`src/rtl/sr_link_ctrl.sv`:
```
module sr_link_ctrl #(
  parameter int DEPTH    = 16,
  parameter int TX_DEPTH = 16,
  parameter int CLK_HZ   = 250_000_000,
  parameter int DELAY_US = 300,
  localparam int AW  = $clog2(DEPTH),
  localparam int CW  = $clog2(DEPTH + 1),
  localparam int TAW = $clog2(TX_DEPTH),
  localparam int TCW = $clog2(TX_DEPTH + 1)
) (
  input  logic           clk,
  input  logic           rst_n,
  input  logic           port_wr,
  input  logic [7:0]     port_val,
  input  logic           sr_dir_out,
  input  logic [7:0]     port_ddr,
  input  logic [7:0]     sr_in,
  input  logic           tx_wr,
  input  logic [TAW-1:0] tx_addr,
  input  logic [7:0]     tx_data,
  input  logic           tx_send,
  input  logic [TCW-1:0] tx_len,
  input  logic [AW-1:0]  rx_addr,
  output logic [7:0]     rx_byte,
  output logic           sr_load,
  output logic [7:0]     sr_byte,
  output logic           req_n,
  output logic [7:0]     port_img,
  output logic           sr_irq,
  output logic           pkt_done,
  output logic [CW-1:0]  pkt_len
);

  localparam int DELAY_CYC = CLK_HZ / 1000 * DELAY_US / 1000;
  localparam int DW = $clog2(DELAY_CYC + 2);

  logic [7:0]     rx_mem [DEPTH];
  logic [7:0]     tx_mem [TX_DEPTH];
  logic           last_tip, last_ack;
  logic [CW-1:0]  rx_cnt;
  logic [TCW-1:0] tx_idx, tx_cnt;
  logic [DW-1:0]  dly;

  wire tip = port_val[5];
  wire ack = port_val[4];
  wire pair_chg  = {tip, ack} != {last_tip, last_ack};
  wire rx_room   = rx_cnt < CW'(DEPTH);
  wire tx_pend   = tx_idx < tx_cnt;
  wire tx_last   = (tx_idx + 1'b1) >= tx_cnt;

  wire cap       = port_wr & ~tip &  sr_dir_out & pair_chg & rx_room;
  wire give      = port_wr & ~tip & ~sr_dir_out & pair_chg & tx_pend;
  wire sync      = port_wr &  tip &  last_tip & (ack != last_ack);
  wire idle_hold = port_wr &  tip &  last_tip & (ack == last_ack);
  wire fin       = port_wr &  tip & ~last_tip;
  wire irq_req   = cap | give | sync | fin | tx_send;
  wire immediate = (DELAY_CYC == 0) || (port_ddr == 8'hFF);

  wire [TCW-1:0] len_clip = (tx_len > TCW'(TX_DEPTH)) ? TCW'(TX_DEPTH) : tx_len;

  assign rx_byte  = rx_mem[rx_addr];
  assign port_img = {port_val[7:4], req_n, port_val[2:0]};

  always_ff @(posedge clk) begin
    if (cap) rx_mem[rx_cnt[AW-1:0]] <= sr_in;
    if (tx_wr) tx_mem[tx_addr] <= tx_data;
  end

  always_ff @(posedge clk) begin
    if (!rst_n) begin
      last_tip <= 1'b1;
      last_ack <= 1'b1;
      rx_cnt   <= '0;
      tx_idx   <= '0;
      tx_cnt   <= '0;
      req_n    <= 1'b1;
      sr_load  <= 1'b0;
      sr_byte  <= '0;
      pkt_done <= 1'b0;
      pkt_len  <= '0;
    end else begin
      sr_load  <= 1'b0;
      pkt_done <= 1'b0;
      if (port_wr) begin
        last_tip <= tip;
        last_ack <= ack;
      end
      if (cap) rx_cnt <= rx_cnt + 1'b1;
      if (give) begin
        sr_load <= 1'b1;
        sr_byte <= tx_mem[tx_idx[TAW-1:0]];
        tx_idx  <= tx_idx + 1'b1;
        if (tx_last) req_n <= 1'b1;
      end
      if (sync) req_n <= ack;
      if (fin) begin
        if (rx_cnt != '0) begin
          pkt_done <= 1'b1;
          pkt_len  <= rx_cnt;
        end
        rx_cnt <= '0;
      end
      if ((fin | idle_hold) & tx_pend) req_n <= 1'b0;
      if (tx_send) begin
        tx_cnt <= len_clip;
        tx_idx <= '0;
        if (last_tip && len_clip != '0) req_n <= 1'b0;
      end
    end
  end

  always_ff @(posedge clk) begin
    if (!rst_n) begin
      dly    <= '0;
      sr_irq <= 1'b0;
    end else begin
      sr_irq <= 1'b0;
      if (irq_req && immediate) begin
        sr_irq <= 1'b1;
        dly    <= '0;
      end else if (irq_req) begin
        dly <= DW'(DELAY_CYC);
      end else if (dly != '0) begin
        dly <= dly - 1'b1;
        if (dly == DW'(1)) sr_irq <= 1'b1;
      end
    end
  end

endmodule

```
`config.mk`:
```
export PLATFORM = sky130hd
export DESIGN_NAME = sr_link_ctrl
export DESIGN_NICKNAME = d
export VERILOG_FILES = /design/src/rtl/sr_link_ctrl.sv
export SDC_FILE = /design/constraint.sdc
export NUM_CORES = 1
export LEC_CHECK = 0
export CORE_ASPECT_RATIO = 0.7
export CORE_MARGIN = 4
export CORE_UTILIZATION = 30
export CTS_BUF_LIST = sky130_fd_sc_hd__clkbuf_4 sky130_fd_sc_hd__clkbuf_8
export CTS_CLUSTER_DIAMETER = 60
export CTS_CLUSTER_SIZE = 40
export DETAILED_ROUTE_END_ITERATION = 8
export PLACE_DENSITY = 0.44
export SLEW_MARGIN = 5
export SYNTH_ARGS = -nofsm -noshare
export SYNTH_HDL_FRONTEND = slang
export SYNTH_SLANG_ARGS = --single-unit
export TNS_END_PERCENT = 1
```
`constraint.sdc`:
```
create_clock -name clk -period 6.4 [get_ports clk]
set_input_delay 1.28 -clock clk [delete_from_list [all_inputs] [get_ports clk]]
set_output_delay 1.28 -clock clk [all_outputs]
set_load 0.1 [all_outputs]
```
==> key figures <==
Run status
  – Result of the run: completed

STA
  – Period minus WS final: 4740 ps
  – Max frequency: 211 MHz
  – Final-report hold violation count: 0
  – Fin. max-slew vios: 0
  – RSZ-0062 raised after global routing: no
  – Aggregate negative setup slack: 0 ps
  – Actual slew at the worst max-slew pin: 1180 ps
  – Share of the clock period used by the worst path after layout: 0.740
  – Final setup violating endpoints: 0
  – Final setup skew: 24.2 ps
  – Max_slew headroom: 0.209

Clock network
  – Maximum number of buffers from clock root to sink: 3
  – Clock Sinks: 307
  – Level count of the clock H-tree: 1
  – Cell at the root of the clock tree: sky130_fd_sc_hd__clkbuf_8
  – Number of buffers inserted by hold repair at cts: 0
  – Clock Pin Slew Worst Setup and Hold Paths: 90 ps
  – Worst-Skew Late Latency: 590 ps
  – Number of buffers created by CTS: 26
  – Post-CTS setup buffer count: 0
  – Number of instances resized during post-cts repair: 0
  – Clock tree from TritonCTS: done

Worst setup path
  – Crit path DAT: 3460 ps
  – Setup CP Type: in2out
  – Critical Path End Type: primary output
  – Sort of element at the start of the critical path: input pin
  – Largest fanout on the critical path: 15
  – WP data required: 5120 ps

Die
  – Number of top-level pins: 84
  – Total Die Area: 44,600 um2
  – Die height: 178 um
  – Placeable core area: 40,200 um2
  – Starting density of the core: 0.307
  – Rows: 61
  – Die boundary width: 251 um

Routing
  – 1st-pass router iterations: 5
  – Total via count after detailed routing: 6,524
  – Remaining routing DRC violations: 0
  – Number of nets with antenna violations after detailed routing: 0
  – Vias per inst: 4.90
  – Total routed wirelength: 27,900 um
  – Detailed Route Iter0 Violations: 401
  – Post-detailed-route wirelength per cell: 21.0 um

Logic synthesis
  – Simple-Gate Fraction of Synth Area: 0.0635
  – Main combinational cell family by area after synthesis: multiplexers
  – Library cells used by synthesis: 53
  – Number of cells produced by synthesis: 704
  – Number of synthesized flops with an enable pin: 256
  – Fraction of synthesized cell area taken by the top area cell type: 0.622
  – Mean Syn Cell Area: 17.6 um2
  – Fraction of synthesized cell area in xor and xnor cells: 0.0156
  – Top cells by area, synth: sky130_fd_sc_hd__edfxtp_1 (62%), sky130_fd_sc_hd__mux4_2 (13%), sky130_fd_sc_hd__dfxtp_1 (8.3%), sky130_fd_sc_hd__ha_1 (1.7%), sky130_fd_sc_hd__nor2_1 (1.6%)
  – Compound-cell area share of the yosys netlist: 0.0431
  – Proportion of register bits with asynchronous set or reset after synthesis: 0
  – Number of nets produced by synthesis: 772
  – FF+latch count, synth: 307
  – Most used flip-flop cell after synthesis: sky130_fd_sc_hd__edfxtp_1
  – Mux cell area share after synthesis: 0.136
  – Share of the yosys chip area belonging to registers: 0.704
  – Adder-cell share of the synthesized area: 0.0172
  – Cell Area, Synth: 12,400 um2
  – Dominant cell type by area after synthesis: sky130_fd_sc_hd__edfxtp_1
  – Count of warnings emitted by yosys: 0

Place
  – Final HPWL from detailed placement: 18,800 um
  – GP Congestion: 0.787
  – Number of port buffers: 72
  – Total cell area at the placement stage: 13,600 um2

GRT
  – First-pass GRT wire length: 42,100 um
  – Largest net degree at the start of global routing: 38
  – GRT Util Overall: 0.124
  – Vias in the first global route: 6,662
  – Remaining global-route overflow: 0
  – Initial antenna violation count: 0

Pwr
  – Total power per unit cell area: 265 nW/um2
  – Peak supply drop: 0.136 mV
  – Net switching power: 0.000980 W
  – Proportion of power drawn by combinational gates: 0.079
  – Standby leakage power: 4.43 nW
  – Net switching fraction of the power: 0.259
  – Register share of total power: 0.583
  – Share of total power in the clock network: 0.337
  – P_int: 0.00281 W

Layout
  – Synth-to-layout area growth: 15.4%
  – Layout filler cell count: 3,764
  – Commonest non-fill, non-tap cell in the layout: sky130_fd_sc_hd__edfxtp_1
  – Commonest cells after routing, fill and taps aside: sky130_fd_sc_hd__edfxtp_1 (256), sky130_fd_sc_hd__mux4_2 (72), sky130_fd_sc_hd__clkdlybuf4s50_1 (63), sky130_fd_sc_hd__nor2_1 (54), sky130_fd_sc_hd__dfxtp_1 (50)
  – Layout Utilization: 0.355
  – Non-Filler Cell Area, Final: 14,300 um2
  – Number of nets in the layout: 845
  – Share of cells above drive strength 1: 0.191
  – ANT cells: 0

Worst hold path
  – Type of the worst min-delay path: reg2reg

Flow run
  – Max cap viols: 0
## area by class of cell
cell class	count	area (um2)	area share
Multi-Input combinational cell	342	3410	0.239
Tap cell	535	669	0.0469
Clock buffer	28	379	0.0266
Inverter	15	56.3	0.00395
Timing Repair Buffer	85	793	0.0556
Clock inverter	20	253	0.0177
Sequential cell	307	8710	0.611
## cells in the mapped netlist, types with 6 or more instances
| master | instances |
|---|---|
| sky130_fd_sc_hd__xnor2_1 | 17 |
| sky130_fd_sc_hd__clkbuf_1 | 15 |
| sky130_fd_sc_hd__a22o_1 | 8 |
| sky130_fd_sc_hd__nor2_1 | 54 |
| sky130_fd_sc_hd__a221oi_1 | 8 |
| sky130_fd_sc_hd__edfxtp_1 | 256 |
| sky130_fd_sc_hd__o22ai_1 | 11 |
| sky130_fd_sc_hd__buf_4 | 8 |
| sky130_fd_sc_hd__buf_1 | 6 |
| sky130_fd_sc_hd__a21oi_1 | 13 |
| sky130_fd_sc_hd__nor4_1 | 6 |
| sky130_fd_sc_hd__ha_1 | 17 |
| sky130_fd_sc_hd__nand4_1 | 8 |
| sky130_fd_sc_hd__mux2i_1 | 6 |
| sky130_fd_sc_hd__nand2_1 | 28 |
| sky130_fd_sc_hd__buf_2 | 11 |
| sky130_fd_sc_hd__nand2b_1 | 7 |
| sky130_fd_sc_hd__mux4_2 | 72 |
| sky130_fd_sc_hd__inv_1 | 14 |
| sky130_fd_sc_hd__nor3_1 | 18 |
| sky130_fd_sc_hd__a211oi_1 | 9 |
| sky130_fd_sc_hd__dfxtp_1 | 51 |
## through the flow
step,hold WS [ps],instances,total power (W),worst slack (ps)
floorplan,460,704,0.00246,2050
global placement,480,1284,0.00255,1630
detailed placement,469,1284,0.00256,1600
CTS,487,1332,0.00385,1590
global route,519,1332,0.00395,1530
finish,489,1332,0.00379,1660
## flip-flops by register name (all words and copies together), names as in the netlist
register,cells
sr_load,1
sr_irq,1
pkt_done,1
tx_idx,5
sr_byte,8
dly,17
pkt_len,5
tx_cnt,5
rx_cnt,5
tx_mem,128
rx_mem,128
last_ack,1
last_tip,1
req_n,1
## routing by layer
layer  global-route usage  part of all wire  vias up  wire (um)
met5                    0                 0        -          0
met4               0.0268             0.019        0        533
met3               0.0227             0.042       33       1160
met2                0.197              0.46      136      12800
met1                0.180              0.48     3407      13400
li1                     -                 -     2948          -
## kinds of logic (layout without fill, tap and decap cells)
| family | after synthesis | after routing |
|---|---|---|
| buffers and inverters | 55 | 148 |
| adder cells (fa/ha/maj) | 17 | 17 |
| XOR/XNOR | 22 | 22 |
| flip-flops | 307 | 307 |
| multiplexers | 78 | 78 |
| AO/OA/AOI/OAI | 69 | 69 |
| AND/OR/NAND/NOR | 156 | 156 |
## worst paths after layout
kind / to / from / slack, ps / cells after the start
worst max register to register: rx_mem[15][3]$_DFFE_PP_ / last_tip$_SDFFE_PN1P_ / 3360 / 4
worst max-delay path: rx_byte[5] / rx_addr[0] / 1660 / 5
worst min-delay path: sr_byte[3]$_SDFFE_PN0P_ / sr_byte[3]$_SDFFE_PN0P_ / 490 / 2
worst min register to register: sr_byte[3]$_SDFFE_PN0P_ / sr_byte[3]$_SDFFE_PN0P_ / 490 / 2
## critical path, cell delays in order
cell and delay (ps):
sky130_fd_sc_hd__buf_2 460, sky130_fd_sc_hd__buf_4 360, sky130_fd_sc_hd__mux4_2 560, sky130_fd_sc_hd__mux4_2 520, sky130_fd_sc_hd__buf_4 260
## power by group through the flow
| stage | Combinational (W) | Clock [W] | Sequential [W] |
|---|---|---|---|
| 2_1_floorplan | 0.000196 | 0 | 0.00226 |
| 3_3_place_gp | 0.000297 | 0 | 0.00225 |
| 3_5_place_dp | 0.000304 | 0 | 0.00225 |
| 4_1_cts | 0.000305 | 0.00133 | 0.00221 |
| 5_1_grt | 0.000322 | 0.00141 | 0.00221 |
| 6_report | 0.000300 | 0.00128 | 0.00221 |
(Power assumes the default switching activity.)
